$ cat config.mk
export PLATFORM = sky130hd
export DESIGN_NAME = adc_readout
export DESIGN_NICKNAME = d
export VERILOG_FILES = /design/src/rtl/adc_readout_pkg.sv /design/src/rtl/adc_sclk_gen.sv /design/src/rtl/adc_bit_capture.sv /design/src/rtl/adc_seq_fsm.sv /design/src/rtl/adc_readout.sv
export SDC_FILE = /design/constraint.sdc
export NUM_CORES = 1
export LEC_CHECK = 0
export ABC_CLOCK_PERIOD_IN_PS = 7800
export BUFFER_PORTS_ARGS = -buffer_cell sky130_fd_sc_hd__clkbuf_2
export CORE_UTILIZATION = 53
export DETAILED_ROUTE_END_ITERATION = 8
export PLACE_DENSITY = 0.79
export SLEW_MARGIN = 20
export SYNTH_ARGS = -nofsm -noshare
export SYNTH_HDL_FRONTEND = slang
export SYNTH_SLANG_ARGS = --single-unit
$ cat constraint.sdc
create_clock -name clk_i -period 7.8 [get_ports clk_i]
set_input_delay 0.39 -clock clk_i [delete_from_list [all_inputs] [get_ports clk_i]]
set_output_delay 0.39 -clock clk_i [all_outputs]
set_load 0.01 [all_outputs]
$ cat src/rtl/adc_readout_pkg.sv
package adc_readout_pkg;
  typedef enum logic [2:0] {
    ST_IDLE,
    ST_HUNT,
    ST_SHIFT,
    ST_CLOSE,
    ST_GUARD
  } seq_state_e;
endpackage

$ cat src/rtl/adc_sclk_gen.sv
module adc_sclk_gen #(
  parameter int DIV_W = 8
) (
  input  logic             clk_i,
  input  logic             rst_ni,
  input  logic             en_i,
  input  logic [DIV_W-1:0] half_div_i,
  output logic             sclk_o,
  output logic             sample_o,
  output logic             fall_o
);
  logic [DIV_W-1:0] cnt_q;
  logic             sclk_q;
  logic             smp_q;
  logic             wrap;

  assign wrap = (cnt_q == half_div_i - DIV_W'(1));

  always_ff @(posedge clk_i or negedge rst_ni) begin
    if (!rst_ni) begin
      cnt_q  <= '0;
      sclk_q <= 1'b0;
      smp_q  <= 1'b0;
    end else if (!en_i) begin
      cnt_q  <= '0;
      sclk_q <= 1'b0;
      smp_q  <= 1'b0;
    end else begin
      // strobe lands in the first high cycle, clear of the falling-edge update
      smp_q <= wrap & ~sclk_q;
      if (wrap) begin
        cnt_q  <= '0;
        sclk_q <= ~sclk_q;
      end else begin
        cnt_q <= cnt_q + DIV_W'(1);
      end
    end
  end

  assign sclk_o   = sclk_q;
  assign sample_o = smp_q;
  assign fall_o   = en_i & wrap & sclk_q;


  sample_in_high_chk: assert property (@(posedge clk_i) disable iff (!rst_ni)
    sample_o |-> sclk_o);


  idle_low_after_disable_chk: assert property (@(posedge clk_i) disable iff (!rst_ni)
    !en_i |=> !sclk_o);
endmodule

$ cat src/rtl/adc_bit_capture.sv
module adc_bit_capture #(
  parameter int DATA_W = 12
) (
  input  logic              clk_i,
  input  logic              rst_ni,
  input  logic              sdo_i,
  input  logic              shift_msb_i,
  input  logic              shift_lsb_i,
  input  logic              load_i,
  output logic [DATA_W-1:0] data_o,
  output logic              mismatch_o
);
  localparam int REV_W = DATA_W - 1;

  logic [DATA_W-1:0] fwd_q;
  logic [REV_W-1:0]  rev_q;
  logic [DATA_W-1:0] second;

  always_ff @(posedge clk_i or negedge rst_ni) begin
    if (!rst_ni) fwd_q <= '0;
    else if (shift_msb_i) fwd_q <= {fwd_q[DATA_W-2:0], sdo_i};
  end

  generate
    if (REV_W == 1) begin : g_rev_single
      always_ff @(posedge clk_i or negedge rst_ni) begin
        if (!rst_ni) rev_q <= '0;
        else if (shift_lsb_i) rev_q <= sdo_i;
      end
    end else begin : g_rev_shift
      always_ff @(posedge clk_i or negedge rst_ni) begin
        if (!rst_ni) rev_q <= '0;
        else if (shift_lsb_i) rev_q <= {sdo_i, rev_q[REV_W-1:1]};
      end
    end
  endgenerate

  // bit 0 is shared between both streams
  assign second = {rev_q, fwd_q[0]};

  always_ff @(posedge clk_i or negedge rst_ni) begin
    if (!rst_ni) begin
      data_o     <= '0;
      mismatch_o <= 1'b0;
    end else if (load_i) begin
      data_o     <= fwd_q;
      mismatch_o <= (second != fwd_q);
    end
  end


  result_hold_chk: assert property (@(posedge clk_i) disable iff (!rst_ni)
    !load_i |=> ($stable(data_o) && $stable(mismatch_o)));


  shift_exclusive_chk: assert property (@(posedge clk_i) disable iff (!rst_ni)
    !(shift_msb_i && shift_lsb_i));
endmodule

$ cat src/rtl/adc_seq_fsm.sv
module adc_seq_fsm
  import adc_readout_pkg::*;
#(
  parameter int DATA_W = 12,
  parameter int DIV_W  = 8,
  parameter int TO_W   = 16
) (
  input  logic             clk_i,
  input  logic             rst_ni,
  input  logic             start_i,
  input  logic [DIV_W-1:0] half_div_i,
  input  logic [TO_W-1:0]  timeout_i,
  input  logic             sdo_i,
  input  logic             sample_i,
  input  logic             fall_i,
  output logic             en_o,
  output logic             cs_no,
  output logic             shift_msb_o,
  output logic             shift_lsb_o,
  output logic             load_o,
  output logic             done_o,
  output logic             timeout_o
);
  localparam int BIT_W = $clog2(2 * DATA_W);
  localparam logic [BIT_W-1:0] LAST_BIT = BIT_W'(2 * DATA_W - 2);
  localparam logic [BIT_W-1:0] FWD_BITS = BIT_W'(DATA_W);

  seq_state_e       state_q;
  logic [BIT_W-1:0] bit_q;
  logic [TO_W-1:0]  hunt_q;
  logic [DIV_W-1:0] guard_q;
  logic             to_q;
  logic             done_q;
  logic             tmo_q;
  logic             hunt_expired;

  assign en_o  = (state_q == ST_HUNT) || (state_q == ST_SHIFT) || (state_q == ST_CLOSE);
  assign cs_no = ~en_o;

  assign shift_msb_o  = (state_q == ST_SHIFT) && sample_i && (bit_q < FWD_BITS);
  assign shift_lsb_o  = (state_q == ST_SHIFT) && sample_i && (bit_q >= FWD_BITS);
  assign load_o       = (state_q == ST_CLOSE) && fall_i && !to_q;
  assign hunt_expired = ({1'b0, hunt_q} + (TO_W+1)'(1)) >= {1'b0, timeout_i};

  always_ff @(posedge clk_i or negedge rst_ni) begin
    if (!rst_ni) begin
      state_q <= ST_IDLE;
      bit_q   <= '0;
      hunt_q  <= '0;
      guard_q <= '0;
      to_q    <= 1'b0;
      done_q  <= 1'b0;
      tmo_q   <= 1'b0;
    end else begin
      done_q <= 1'b0;
      tmo_q  <= 1'b0;
      unique case (state_q)
        ST_IDLE: begin
          if (start_i) begin
            state_q <= ST_HUNT;
            hunt_q  <= '0;
            to_q    <= 1'b0;
          end
        end
        ST_HUNT: begin
          if (sample_i) begin
            if (!sdo_i) begin
              state_q <= ST_SHIFT;
              bit_q   <= '0;
            end else if (hunt_expired) begin
              to_q    <= 1'b1;
              state_q <= ST_CLOSE;
            end else begin
              hunt_q <= hunt_q + TO_W'(1);
            end
          end
        end
        ST_SHIFT: begin
          if (sample_i) begin
            if (bit_q == LAST_BIT) state_q <= ST_CLOSE;
            else bit_q <= bit_q + BIT_W'(1);
          end
        end
        ST_CLOSE: begin
          // release only at the end of a full high phase
          if (fall_i) begin
            state_q <= ST_GUARD;
            guard_q <= '0;
            done_q  <= ~to_q;
            tmo_q   <= to_q;
          end
        end
        ST_GUARD: begin
          if (guard_q == half_div_i - DIV_W'(1)) state_q <= ST_IDLE;
          else guard_q <= guard_q + DIV_W'(1);
        end
        default: state_q <= ST_IDLE;
      endcase
    end
  end

  assign done_o    = done_q;
  assign timeout_o = tmo_q;


  done_single_chk: assert property (@(posedge clk_i) disable iff (!rst_ni)
    done_o |=> !done_o);


  done_tmo_excl_chk: assert property (@(posedge clk_i) disable iff (!rst_ni)
    !(done_o && timeout_o));


  tmo_released_chk: assert property (@(posedge clk_i) disable iff (!rst_ni)
    timeout_o |-> cs_no);


  guard_hold_chk: assert property (@(posedge clk_i) disable iff (!rst_ni)
    $rose(cs_no) |=> cs_no);
endmodule

$ cat src/rtl/adc_readout.sv
module adc_readout #(
  parameter int DATA_W = 12,
  parameter int DIV_W  = 8,
  parameter int TO_W   = 16
) (
  input  logic              clk_i,
  input  logic              rst_ni,
  input  logic              start_i,
  input  logic [DIV_W-1:0]  half_div_i,
  input  logic [TO_W-1:0]   timeout_i,
  input  logic              sdo_i,
  output logic              cs_no,
  output logic              sclk_o,
  output logic              done_o,
  output logic [DATA_W-1:0] data_o,
  output logic              mismatch_o,
  output logic              timeout_o
);
  logic en;
  logic sample;
  logic fall;
  logic shift_msb;
  logic shift_lsb;
  logic load;

  adc_sclk_gen #(.DIV_W(DIV_W)) u_sclk (
    .clk_i      (clk_i),
    .rst_ni     (rst_ni),
    .en_i       (en),
    .half_div_i (half_div_i),
    .sclk_o     (sclk_o),
    .sample_o   (sample),
    .fall_o     (fall)
  );

  adc_seq_fsm #(.DATA_W(DATA_W), .DIV_W(DIV_W), .TO_W(TO_W)) u_seq (
    .clk_i       (clk_i),
    .rst_ni      (rst_ni),
    .start_i     (start_i),
    .half_div_i  (half_div_i),
    .timeout_i   (timeout_i),
    .sdo_i       (sdo_i),
    .sample_i    (sample),
    .fall_i      (fall),
    .en_o        (en),
    .cs_no       (cs_no),
    .shift_msb_o (shift_msb),
    .shift_lsb_o (shift_lsb),
    .load_o      (load),
    .done_o      (done_o),
    .timeout_o   (timeout_o)
  );

  adc_bit_capture #(.DATA_W(DATA_W)) u_cap (
    .clk_i       (clk_i),
    .rst_ni      (rst_ni),
    .sdo_i       (sdo_i),
    .shift_msb_i (shift_msb),
    .shift_lsb_i (shift_lsb),
    .load_i      (load),
    .data_o      (data_o),
    .mismatch_o  (mismatch_o)
  );


  idle_clk_low_chk: assert property (@(posedge clk_i) disable iff (!rst_ni)
    cs_no |-> !sclk_o);


  release_after_high_chk: assert property (@(posedge clk_i) disable iff (!rst_ni)
    $rose(cs_no) |-> $past(sclk_o));


  done_with_release_chk: assert property (@(posedge clk_i) disable iff (!rst_ni)
    done_o |-> $rose(cs_no));
endmodule

---- Word level (Yosys, flattened, before mapping) ----
Index checks and enable logic that the tools add are counted.
storage, ports and cells
  flip-flop bits (word level) ............. 81
  bits in latches ......................... 0
  RAM bits ................................ 0
  memory bits (read-only) ................. 0
  input port bits ......................... 28
  output and inout port bits .............. 17
  word-level logic and storage cells ...... 104
  memories ................................ 0
cells by class
  $add $sub $neg .......................... 6
  multipliers ............................. 0
  divide/modulo/power cells ............... 0
  order comparisons ....................... 3
  eq/ne operators ......................... 22
  shift operators ......................... 0
  mux-type cells .......................... 36
  bitwise operators ....................... 6
  reduce and logical (&&, ||, !) cells .... 17
operators with widths
  kind                                                   number
  two-way mux 16 bit                                     4
  two-way mux 8 bit                                      4
  case mux 16 bit (2 select lines)                       1
  two-way mux 3 bit                                      8
  two-way mux 5 bit                                      4
  inequality test 2 bit, second input constant           10
  adder 16 x 1 -> 17 bit, second input constant          1
  greater-or-equal comparator 17 x 16 -> 1 bit           1
  adder 16 x 1 -> 16 bit, second input constant          1
  adder 8 x 1 -> 8 bit, second input constant            2
  == test 8 bit                                          2
  case mux 8 bit (2 select lines)                        1
  case mux 3 bit (5 select lines)                        1
  AND reduction 5 bit                                    3
  two-way mux 1 bit                                      11
  inequality test 11 bit                                 1
  case mux 5 bit (2 select lines)                        1
  subtractor 8 x 1 -> 8 bit, second input constant       1
  AND reduction 7 bit                                    1
  == test 3 x 2 -> 1 bit, second input constant          2
  inequality test 2 x 1 -> 1 bit, second input constant  3
  nonzero test 2 bit                                     3
  adder 5 x 1 -> 5 bit, second input constant            1
  == test 5 bit, second input constant                   1
  13 further kinds                                       22

---- Depth between registers and ports, before layout ----
Gate-level depths: netlist of the first run.
  depth after elaboration ................. 7
  depth in mapped cells ................... 16
  mapped depth without buffers ............ 14

---- By module ----
A second synthesis of the first run with hierarchy kept.
unflattened totals
  cells, all modules ...................... 509
  area total of the unflattened synthesis .. 5054.8 µm²
by module, submodules not included
  module           times used  cells an instance  area each (µm²)  sequential area each (µm²)
  adc_seq_fsm      1           339                2841.5           875.8
  adc_bit_capture  1           91                 1457.6           900.9
  adc_sclk_gen     1           79                 755.7            250.2

---- Least setup slack after synthesis of the first run ----
OpenSTA, ideal clock, no wires.
  path kind ............................... register -> register
  start point ............................. reg u_seq.hunt_q[0]
  end point ............................... reg u_seq.hunt_q[1]
  library setup time ...................... 0.079 ns
  arrival time ............................ 3.598 ns
  required time ........................... 7.721 ns
  setup slack ............................. 4.123 ns
  cell stages (with the launch flop) ...... 14
  buffers on the path ..................... 1
  cells stage by stage .................... dfrtp_1 > ha_1 > nand3_1 > nor3_1 > and3_1 > nand3_1 > xnor2_1 > ha_1 > nand4_1 > or4b_2 > nand4_1 > a21o_1 > buf_2 > mux2i_1
on the way
  word-level cells in the longest chain between the ends .. 5
  elaborated cells on any way between the ends .. 9
ends and longest elaborated chain
  element                                                                         line               text
  start, declared                                                                 adc_seq_fsm.sv:30  logic [TO_W-1:0] hunt_q;
  start signal, assigned                                                          adc_seq_fsm.sv:74  hunt_q <= hunt_q + TO_W'(1);
  parallel branches: the longest is 5 deep, another holds adder 16 x 1 -> 17 bit  n/a
Parallel ways; which one is timed is not known. The select of a mux whose other input is x is not followed.
A chain may end at the register's enable or synchronous reset.

---- Worst setup path in the final report of the first run ----
Ends and elaborated chain as after synthesis.

==> results of run 1 <==
layer usage:
metal  vias up  routed length, um  GRT usage  part of all wire
li1       1790                  -          -                 -
met5         -                  0          0                 0
met2        68               4589     0.3380              0.48
met4         0                114    0.06109             0.012
met3        11                404    0.05324             0.042
met1      1781               4513     0.2921              0.47
worst max-delay path: cells and delay by family, from the launching register on:
| family | cells | cell delay, ns |
|---|---|---|
| fa+ha+maj | 2 | 0.52 |
| compound gates | 1 | 0.62 |
| xor+xnor | 1 | 0.16 |
| simple gates | 7 | 2.50 |
| flops | 1 | 0.45 |
| mux | 1 | 0.27 |
report_power, final:
part | internal, mW | switching (mW) | leakage [nW]
clock network | 0.127 | 0.160 | 0.0897
registers | 0.449 | 0.0408 | 1.07
logic | 0.0815 | 0.101 | 1.56
state kept, by name (all words and copies together) (netlist names):
name	flops
u_seq.timeout_o	1
u_sclk.cnt_q	8
u_seq.guard_q	8
u_seq.to_q	1
u_cap.rev_q	11
u_seq.done_o	1
u_seq.bit_q	5
u_sclk.sclk_o	1
u_cap.mismatch_o	1
u_seq.hunt_q	16
u_cap.fwd_q	12
u_sclk.sample_o	1
u_cap.data_o	12
u_seq.state_q	3
worst min path at each step:
stage | cells after the start | endpoint | start | slack [ns]
after floorplan | 0 | u_cap.data_o[0]$_DFFE_PN0P_ | rst_ni | 0.09
after global placement | 1 | u_cap.data_o[8]$_DFFE_PN0P_ | u_cap.data_o[8]$_DFFE_PN0P_ | 0.47
after detailed placement | 1 | u_cap.data_o[5]$_DFFE_PN0P_ | u_cap.data_o[5]$_DFFE_PN0P_ | 0.48
after CTS | 1 | u_seq.guard_q[5]$_DFFE_PN0P_ | rst_ni | 0.22
after global routing | 1 | u_seq.guard_q[7]$_DFFE_PN0P_ | rst_ni | 0.1
final | 1 | u_seq.guard_q[7]$_DFFE_PN0P_ | rst_ni | 0.03
area by class of cell:
| class | instances | area (um^2) | area share |
|---|---|---|---|
| well taps | 108 | 135.1 | 0.02549 |
| multi-input cells | 354 | 2613 | 0.4928 |
| repair buffers | 44 | 226.5 | 0.04272 |
| inverters | 31 | 116.4 | 0.02195 |
| flip-flops and latches | 81 | 2027 | 0.3823 |
| clock inverters | 6 | 46.29 | 0.008733 |
| clock buffers | 10 | 137.6 | 0.02596 |
cells in the final DEF (no fill, tap or decap), types with 2 or more instances in the layout:
cell type | Yosys | layout
a211o_1 | 3 | 3
nor2b_1 | 9 | 9
or4_1 | 2 | 2
nand3b_1 | 4 | 4
and3_1 | 12 | 12
or4_4 | 2 | 2
o22ai_1 | 5 | 5
nor4b_1 | 2 | 2
nor4_1 | 5 | 5
a22o_1 | 9 | 9
or2_2 | 2 | 2
xor2_1 | 27 | 27
mux2_1 | 10 | 10
nor2_2 | 2 | 3
inv_1 | 31 | 31
clkinvlp_4 | 0 | 2
nand2_1 | 40 | 40
nand3_1 | 26 | 26
o31ai_1 | 6 | 6
clkbuf_8 | 0 | 10
nor3_1 | 10 | 10
mux2_2 | 26 | 26
and2_1 | 4 | 4
nor2_1 | 26 | 25
a21oi_1 | 13 | 13
nand2b_1 | 5 | 5
o21ai_0 | 18 | 18
dfrtp_1 | 81 | 81
clkbuf_2 | 0 | 43
a211oi_1 | 2 | 2
o22a_1 | 2 | 2
xnor2_1 | 19 | 19
or3_1 | 2 | 2
inv_6 | 0 | 3
ha_1 | 23 | 23
nand4_1 | 5 | 5
a21o_1 | 4 | 4
mux2i_1 | 5 | 5
cells by family after synthesis:
logic type / after synthesis
flops: 81
xor+xnor: 47
simple gates: 169
fa+ha+maj: 23
compound gates: 74
mux: 41
buf+inv: 45
through the flow:
step	util	total power, mW	hold WS [ns]	setup WS (ns)	area, um^2
6_report	0.6049	0.9596	0.03334	3.201	5301
4_1_cts	0.6038	0.9661	0.2189	3.228	5291
3_5_place_dp	0.5828	0.6786	0.4767	3.254	5107
2_1_floorplan	-	0.6234	0.09441	4.123	4812
3_3_place_gp	0.5828	0.6686	0.4692	3.455	5107
5_1_grt	0.6049	1.010	0.09649	2.803	5301
==> results.cfg, run 1 <==
[timing]
rsz0062_at_grt = false
hold_violations = 0
fin_tns_setup_ns = 0
fmax_mhz = 217.5
period_share = 0.5896
drv_slew = 0
setup_violations = 0
fin_skew_ns = 0.01401
slew-limit-headroom = 0.4030
worstMarginPinSlew_ns = 0.8922
period_minus_slack_ns = 4.599

[setup_path]
crit_type = reg -> reg
critPathMaxStageDelay_ns = 0.68
crit_start = u_seq.hunt_q[0]$_DFFE_PN0P_
worstPathCellList = ha_1 -> nand3_1 -> nor3_1 -> and3_1 -> nand3_1 -> xnor2_1 -> ha_1 -> nand4_1 -> or4b_2 -> nand4_1 -> a21o_1 -> mux2i_1
cp-start-kind = flop
r2r_start = u_seq.hunt_q[0]$_DFFE_PN0P_
cp_slowest_cell = or4b_2
r2r-end = u_seq.hunt_q[1]$_DFFE_PN0P_
cp_max_fo = 16
required_ns = 8.08
crit_arrival_ns = 4.87
cp-end-kind = flop
r2r_setup_slack_ns = 3.20
ff2ff_path_depth = 12
crit_end = u_seq.hunt_q[1]$_DFFE_PN0P_

[cts]
clkLatencyLatePin_ns = 0.36
clock-root-buffer = clkbuf_8
cts.repair.resized = 0
ctsHoldBuffers = 0
cts_made_buffers = 9
htree_levels = 3
post-cts-setup-buffers = 0
clkSlewWorstSetupHoldPaths_ns = 0.09
cts_tree = done
cts_max_path_buffers = 2
clkSinkCount = 81

[synthesis]
synth-seq-area-share = 0.4212
synth_top_family_by_area = simple AND/OR/NAND/NOR gates
yosysTopAreaCell = dfrtp_1
synth_area_leaders = dfrtp_1 42%, mux2_2 6.1%, ha_1 6.0%, xor2_1 4.9%, xnor2_1 3.5%
synth_ff_type = dfrtp_1
synthXorXnorAreaFrac = 0.08840
ys_warn_count = 0
syn-num-nets = 531
synth-edff-count = 0
yosys.area_share.simple = 0.1940
synth.distinct_cells = 62
synthMuxAreaShare = 0.09464
synth_commonest_cells = 81 x dfrtp_1, 40 x nand2_1, 31 x inv_1, 27 x xor2_1
ys_ff_latch = 81
syn_area_um2 = 4812
synth_most_common_cell = dfrtp_1
synth_async_sr_flop_share = 1.000
netlist_instances = 480
synth_compound_area_frac = 0.1048
syn_avg_cell_area_um2 = 10.03
synthAdderAreaFrac = 0.05980
yosysTopAreaCellShare = 0.4212

[placement]
gp_congestion = 0.8354
dp_hpwl_um = 6937
placed_cells_incl_taps = 618
port_buffers = 44

[global_route]
grt_usage = 0.2134
grt-ovfl-total = 0
first_global_vias = 3470
grt_antenna_before_repair = 0
grt_pass1_wl_um = 16260
grt_max_degree = 82

[routing]
routed_via_density = 5.757
first_pass_iters = 5
wl_per_cell_um = 15.18
drc = 0
finalWirelength_um = 9622
dr_total_vias = 3650
ant_nets = 0
drtIter0Drc = 175

[die]
initial_core_util = 0.5491
die_y_um = 97.29
core_area_um2 = 8763
rows = 34
ioPinCount = 45
die_width_um = 97.29
dieArea_um2 = 9464

[pwr]
p_per_area_nw_per_um2 = 181.0
p_leak_nw = 2.719
ir_drop_mv = 0.09965

[layout]
fin_nets = 572
n_antenna_cell = 0
fillers = 728
area_delta_synth_final_pct = 10.17
drive_gt1_frac = 0.1977
final_cells = 634

[outcome]
status = finished clean

[min_path]
hold_class = in -> async

[job]
cap_violations = 0
Note: power is estimated with default switching activity, not from simulation.
==> run 2: changes to the inputs <==
--- a/config.mk
+++ b/config.mk
@@ -5,7 +5,8 @@
 export SDC_FILE = /design/constraint.sdc
 export NUM_CORES = 1
 export LEC_CHECK = 0
-export ABC_CLOCK_PERIOD_IN_PS = 7800
+export ABC_AREA = 1
+export ABC_CLOCK_PERIOD_IN_PS = 4240
 export BUFFER_PORTS_ARGS = -buffer_cell sky130_fd_sc_hd__clkbuf_2
 export CORE_UTILIZATION = 53
 export DETAILED_ROUTE_END_ITERATION = 8
==> constraint.sdc (replaced) <==
create_clock -name clk_i -period 4.24 [get_ports clk_i]
set_input_delay 0.212 -clock clk_i [delete_from_list [all_inputs] [get_ports clk_i]]
set_output_delay 0.212 -clock clk_i [all_outputs]
set_load 0.01 [all_outputs]
==> run 2 against run 1 <==
Effect of this change:
- total power grew 100%
- sequential power grew 80%
- via count grew 19%
- largest power group unchanged
- synthesized cell count grew 39%
- critical path depth grew 3
- final cell count grew 30%
- core utilization shrank 0.45 points
- clock skew grew 0.00069 ns
- register-to-register slack lost 2.2 ns
==> results.cfg, run 2 <==
[die]
die_width_um = 99.06
die_y_um = 99.06
ioPinCount = 45
initial_core_util = 0.5429
rows = 35
dieArea_um2 = 9812
core_area_um2 = 9196

[setup_path]
worstPathCellList = ha_1 -> nand3_2 -> nor4_1 -> nand2_1 -> xor2_1 -> ha_1 -> nand4_1 -> nor4_1 -> nand2_1 -> nand3_1 -> nand2_1 -> nand2_1 -> buf_4 -> nand2_1 -> o21ai_1
cp_max_fo = 32
required_ns = 4.52
cp-start-kind = flop
crit_arrival_ns = 3.53
cp_slowest_cell = nor4_1
path_buf_inv = 1
cp-end-kind = flop
crit_type = reg -> reg
path_delay_family = simple AND/OR/NAND/NOR gates
critPathMaxStageDelay_ns = 0.51
cpMostUsedCell = nand2_1

[cts]
post-cts-setup-buffers = 0
cts_made_buffers = 9
cts.repair.resized = 0
cts_tree = done
clkLatencyLatePin_ns = 0.36
clkSinkCount = 81
clock-root-buffer = clkbuf_8
cts_max_path_buffers = 2
clkSlewWorstSetupHoldPaths_ns = 0.09
ctsHoldBuffers = 0
htree_levels = 3

[layout]
top_regs = u_seq.hunt_q: 16 flops, u_cap.data_o: 12 flops, u_cap.fwd_q: 12 flops
area_delta_synth_final_pct = 10.60
fin_util = 0.6004
layout_commonest_cell = nand2_1
drive_gt1_frac = 0.1299
largest_reg_flops = 16
mostFrequentLayoutCells = 171 x nand2_1, 109 x inv_1, 81 x dfrtp_1
max_flop_register = u_seq.hunt_q
n_antenna_cell = 0
fin_nets = 762

[global_route]
grt_antenna_before_repair = 0
grt_pass1_wl_um = 17960
grt-ovfl-total = 0
grt_max_degree = 82
grt_usage = 0.2281
first_global_vias = 4085

[routing]
dr_total_vias = 4349
wl_per_cell_um = 12.61
drtIter0Drc = 341
first_pass_iters = 6
routed_via_density = 5.259
drc = 0
ant_nets = 0
finalWirelength_um = 10430

[synthesis]
syn-num-nets = 716
synth-seq-area-share = 0.4060
netlist_instances = 665
synth_commonest_cells = 171 x nand2_1, 109 x inv_1, 81 x dfrtp_1, 50 x nor2_1, 44 x nand3_1
synth_ff_type = dfrtp_1
ys_warn_count = 0
yosysTopAreaCell = dfrtp_1
synth-edff-count = 0
ys_ff_latch = 81
synth_area_leaders = dfrtp_1 41%, nand2_1 13%, inv_1 8.2%, ha_1 5.8%, nand3_1 4.4%
synth.distinct_cells = 36
synth_async_sr_flop_share = 1.000
synth_most_common_cell = nand2_1
syn_avg_cell_area_um2 = 7.507
yosysTopAreaCellShare = 0.4060
syn_area_um2 = 4992

[timing]
timing.final.ws_setup_ns = 0.9853
drv_slew = 0
setup_violations = 0
slew-limit-headroom = 0.5179
fmax_mhz = 307.3
fin_skew_ns = 0.01470
period_minus_slack_ns = 3.255
worstMarginPinSlew_ns = 0.7231
whs_ns = 0.1765
rsz0062_at_grt = false
fin_tns_setup_ns = 0
hold_violations = 0
period_share = 0.7676

[placement]
place_ws_ns = 1.031
port_buffers = 44
gp_congestion = 0.8789
dp_hpwl_um = 8013

[pwr]
p_per_area_nw_per_um2 = 355.8
ir_drop_mv = 0.2350
p_leak_nw = 2.886

[outcome]
status = finished clean

[min_path]
hold_class = in -> reg

[job]
cap_violations = 0
-- run 2: cell types whose count changed in the layout (fill, tap and decap cells not counted), moves of 16 or more --
cell	previous run	this run
nand2_1	40	171
inv_1	31	109
mux2_2	26	1
nor2_1	25	50
nand3_1	26	44
o21ai_0	18	34
o21ai_1	0	16
-- run 2: cells by family (layout without fill, tap and decap cells) --
family / count (synthesis) / count (layout) / share of synthesized area
multiplexers: 1 / 1 / 0.002255
AND/OR/NAND/NOR: 321 / 321 / 0.2905
XOR/XNOR: 26 / 26 / 0.04561
flip-flops: 81 / 81 / 0.4060
buffers and inverters: 125 / 176 / 0.09850
adder cells (fa/ha/maj): 23 / 23 / 0.05764
AO/OA/AOI/OAI: 88 / 88 / 0.09950
-- run 2: where the power goes --
part	switching, mW	total [mW]	leakage (nW)	internal (mW)
Clock	0.301	0.598	0.109	0.297
Combinational	0.331	0.483	1.70	0.152
Sequential	0.0582	0.884	1.07	0.826
-- run 2: metal layers --
layer,global-route usage,part of all wire,up-vias,wire length (um)
li1,-,-,2211,-
met1,0.2987,0.47,2015,4852
met2,0.3841,0.48,104,5017
met3,0.02695,0.032,19,334
met4,0.09842,0.021,0,224
met5,0,0,-,0
-- run 2: tightest hold or removal path, stage by stage --
cell and delay [ns]:
clkbuf_2 0.10, inv_1 0.09, o21ai_0 0.09
-- run 2: per-stage QoR --
stage / std cells / power [mW] / instance area [um^2]
6_report: 827 / 1.965 / 5522
5_1_grt: 827 / 2.097 / 5522
3_3_place_gp: 810 / 1.355 / 5298
4_1_cts: 826 / 1.971 / 5508
3_5_place_dp: 810 / 1.379 / 5298
2_1_floorplan: 665 / 1.245 / 4992
-- run 2: path summary, 6_finish.rpt --
path	start	endpoint	slack, ns	depth (start not counted)
worst max-delay path	u_seq.hunt_q[0]$_DFFE_PN0P_	u_seq.hunt_q[15]$_DFFE_PN0P_	0.99	15
worst min-delay path	sdo_i	u_cap.rev_q[10]$_DFFE_PN0P_	0.18	3
worst max register to register	u_seq.hunt_q[0]$_DFFE_PN0P_	u_seq.hunt_q[15]$_DFFE_PN0P_	0.99	15
worst min register to register	u_cap.data_o[0]$_DFFE_PN0P_	u_cap.data_o[0]$_DFFE_PN0P_	0.49	2
max in group asynchronous	rst_ni	u_cap.rev_q[2]$_DFFE_PN0P_	3.29	2
min in group asynchronous	rst_ni	u_seq.hunt_q[3]$_DFFE_PN0P_	0.45	2
-- run 2: layout make-up --
cell class | count | area, um^2
clock inverters | 6 | 72.57
well taps | 111 | 138.9
multi-input cells | 459 | 2474
fillers | 801 | 3675
flip-flops and latches | 81 | 2027
repair buffers | 46 | 244.0
inverters | 114 | 427.9
clock buffers | 10 | 137.6
==> run 3: changes to the inputs <==
--- a/config.mk
+++ b/config.mk
@@ -6,11 +6,11 @@
 export NUM_CORES = 1
 export LEC_CHECK = 0
 export ABC_AREA = 1
-export ABC_CLOCK_PERIOD_IN_PS = 4240
+export ABC_CLOCK_PERIOD_IN_PS = 2840
 export BUFFER_PORTS_ARGS = -buffer_cell sky130_fd_sc_hd__clkbuf_2
 export CORE_UTILIZATION = 53
 export DETAILED_ROUTE_END_ITERATION = 8
-export PLACE_DENSITY = 0.79
+export PLACE_DENSITY = 0.82
 export SLEW_MARGIN = 20
 export SYNTH_ARGS = -nofsm -noshare
 export SYNTH_HDL_FRONTEND = slang
==> constraint.sdc (replaced) <==
create_clock -name clk_i -period 2.84 [get_ports clk_i]
set_input_delay 0.142 -clock clk_i [delete_from_list [all_inputs] [get_ports clk_i]]
set_output_delay 0.142 -clock clk_i [all_outputs]
set_load 0.01 [all_outputs]
==> run 3 against run 2 <==
Effect of this change:
- the run now ends with design-rule violations, negative setup slack left
- first-iteration DRC count fell by 0.29%
- cell area rose by 13%
- highest routed layer unchanged
- total power rose by 74%
- critical path type unchanged
- global-route usage rose by 3.1 points
- non-clock buffer count rose by 35
- worst setup slack got worse by 1.2 ns
- combinational power rose by 130%
- critical path depth rose by 4
- final cell count rose by 4.2%
==> results.cfg, run 3 (synthesized netlist as in run 2, its figures left out) <==
[die]
dieArea_um2 = 9812
ioPinCount = 45
initial_core_util = 0.5429
die_width_um = 99.06
core_area_um2 = 9196
die_y_um = 99.06
rows = 35

[timing]
period_share = 1.074
worstMarginPinSlew_ns = 0.7347
timing.final.ws_setup_ns = -0.2101
setup_violations = 19
rsz0062_at_grt = true
fin_skew_ns = 0.01519
period_minus_slack_ns = 3.050
fin_tns_setup_ns = -3.289
slew-limit-headroom = 0.5102
drv_slew = 0
fmax_mhz = 327.9
hold_violations = 0

[setup_path]
cp-end-kind = flop
required_ns = 3.08
cp_max_fo = 8
crit_type = reg -> reg
crit_arrival_ns = 3.29
cp-start-kind = flop

[routing]
first_pass_iters = 7
drc = 2
drtIter0Drc = 340
routed_via_density = 5.486
ant_nets = 0
finalWirelength_um = 12910
wl_per_cell_um = 14.98
dr_total_vias = 4729

[global_route]
grt_usage = 0.2591
grt_pass1_wl_um = 20160
grt_antenna_before_repair = 0
first_global_vias = 4489
grt-ovfl-total = 0
grt_max_degree = 82

[cts]
cts_made_buffers = 9
cts_max_path_buffers = 2
clock-root-buffer = clkbuf_8
clkSinkCount = 81
clkSlewWorstSetupHoldPaths_ns = 0.10
clkLatencyLatePin_ns = 0.36
cts_tree = done
htree_levels = 3

[layout]
fin_nets = 797
layout_commonest_cell = nand2_1
max_flop_register = u_seq.hunt_q
n_antenna_cell = 0
largest_reg_flops = 16
drive_gt1_frac = 0.2503
top_regs = u_seq.hunt_q: 16 flops, u_cap.data_o: 12 flops, u_cap.fwd_q: 12 flops
mostFrequentLayoutCells = 161 x nand2_1, 105 x inv_1, 78 x dfrtp_1
fin_area_um2 = 6259
area_delta_synth_final_pct = 25.36

[job]
cap_violations = 0

[placement]
place_ws_ns = -0.1455
port_buffers = 44
dp_hpwl_um = 8148
gp_congestion = 0.9034
place_area_um2 = 5400

[pwr]
ir_drop_mv = 0.3227
p_per_area_nw_per_um2 = 544.9
p_leak_nw = 3.190

[outcome]
violations = design-rule violations, negative setup slack
status = finished with violations

[min_path]
hold_class = in -> reg
==> run 3: per-stage QoR <==
stage                     instances  hold WS [ns]  power [mW]    util
after CTS                       852        0.1037       3.442  0.6486
after detailed placement        822        0.3743       2.113  0.5872
after global routing            862        0.1487       3.588  0.6805
after floorplan                 665       -0.1536       1.859       -
after global placement          822        0.3625       2.081  0.5872
final                           862        0.1106       3.410  0.6805
==> run 3: report_power, final <==
part	leakage, nW	switching (mW)	internal (mW)	total, mW
Sequential	1.07	0.0915	1.23	1.32
Clock	0.117	0.473	0.512	0.986
Combinational	2.01	0.652	0.448	1.10
==> run 3: repair_timing <==
item | 4_1_cts | 5_1_grt
gates resized for setup | 40 | 50
cloned | 3 | 0
buffers inserted | 10 | 12
endpoints found under the setup margin | 18 | 19
pin swaps | 16 | 24
endpoints found under the hold margin | 34 | 0
hold buffers | 1 | 0
==> run 3: final timing paths <==
| path | from | endpoint | slack [ns] | depth (start not counted) |
|---|---|---|---|---|
| worst min register to register | u_cap.fwd_q[0]$_DFFE_PN0P_ | u_cap.fwd_q[0]$_DFFE_PN0P_ | 0.50 | 2 |
| worst min-delay path | sdo_i | u_cap.rev_q[10]$_DFFE_PN0P_ | 0.11 | 3 |
| worst max register to register | u_seq.hunt_q[0]$_DFFE_PN0P_ | u_seq.hunt_q[1]$_DFFE_PN0P_ | -0.21 | 19 |
| worst max-delay path | u_seq.hunt_q[0]$_DFFE_PN0P_ | u_seq.hunt_q[1]$_DFFE_PN0P_ | -0.21 | 19 |
| min in group asynchronous | rst_ni | u_seq.hunt_q[6]$_DFFE_PN0P_ | 0.37 | 2 |
| max in group asynchronous | rst_ni | u_cap.rev_q[1]$_DFFE_PN0P_ | 1.94 | 2 |
==> run 3: area by class of cell <==
type                            instances  area [um^2]
Fill cell                             653         2938
Multi-Input combinational cell        459         2858
Sequential cell                        81         2031
Timing Repair Buffer                   81        573.1
Inverter                              114        427.9
Tap cell                              111        138.9
Clock buffer                            9        123.9
Clock inverter                          7        106.4
==> run 3: worst max-delay path: stages (launching register included) <==
cell and delay [ns]:
dfrtp_2 0.43, inv_2 0.07, nor2_4 0.14, nand3_4 0.10
nor2_4 0.13, nand2_4 0.10, nor3_4 0.15, nand2_1 0.12
xor2_1 0.17, inv_1 0.11, ha_4 0.29, nand4_1 0.13
nor4_2 0.24, nand2_1 0.13, nand3_2 0.13, nand2_2 0.08
nand2_4 0.09, buf_6 0.13, buf_16 0.13, o21ai_1 0.07
==> run 3: layer usage <==
layer  track usage  share of wire
met1        0.3162           0.40
met4        0.1357          0.044
met3       0.02979          0.043
met2        0.4524           0.51
met5             0              0
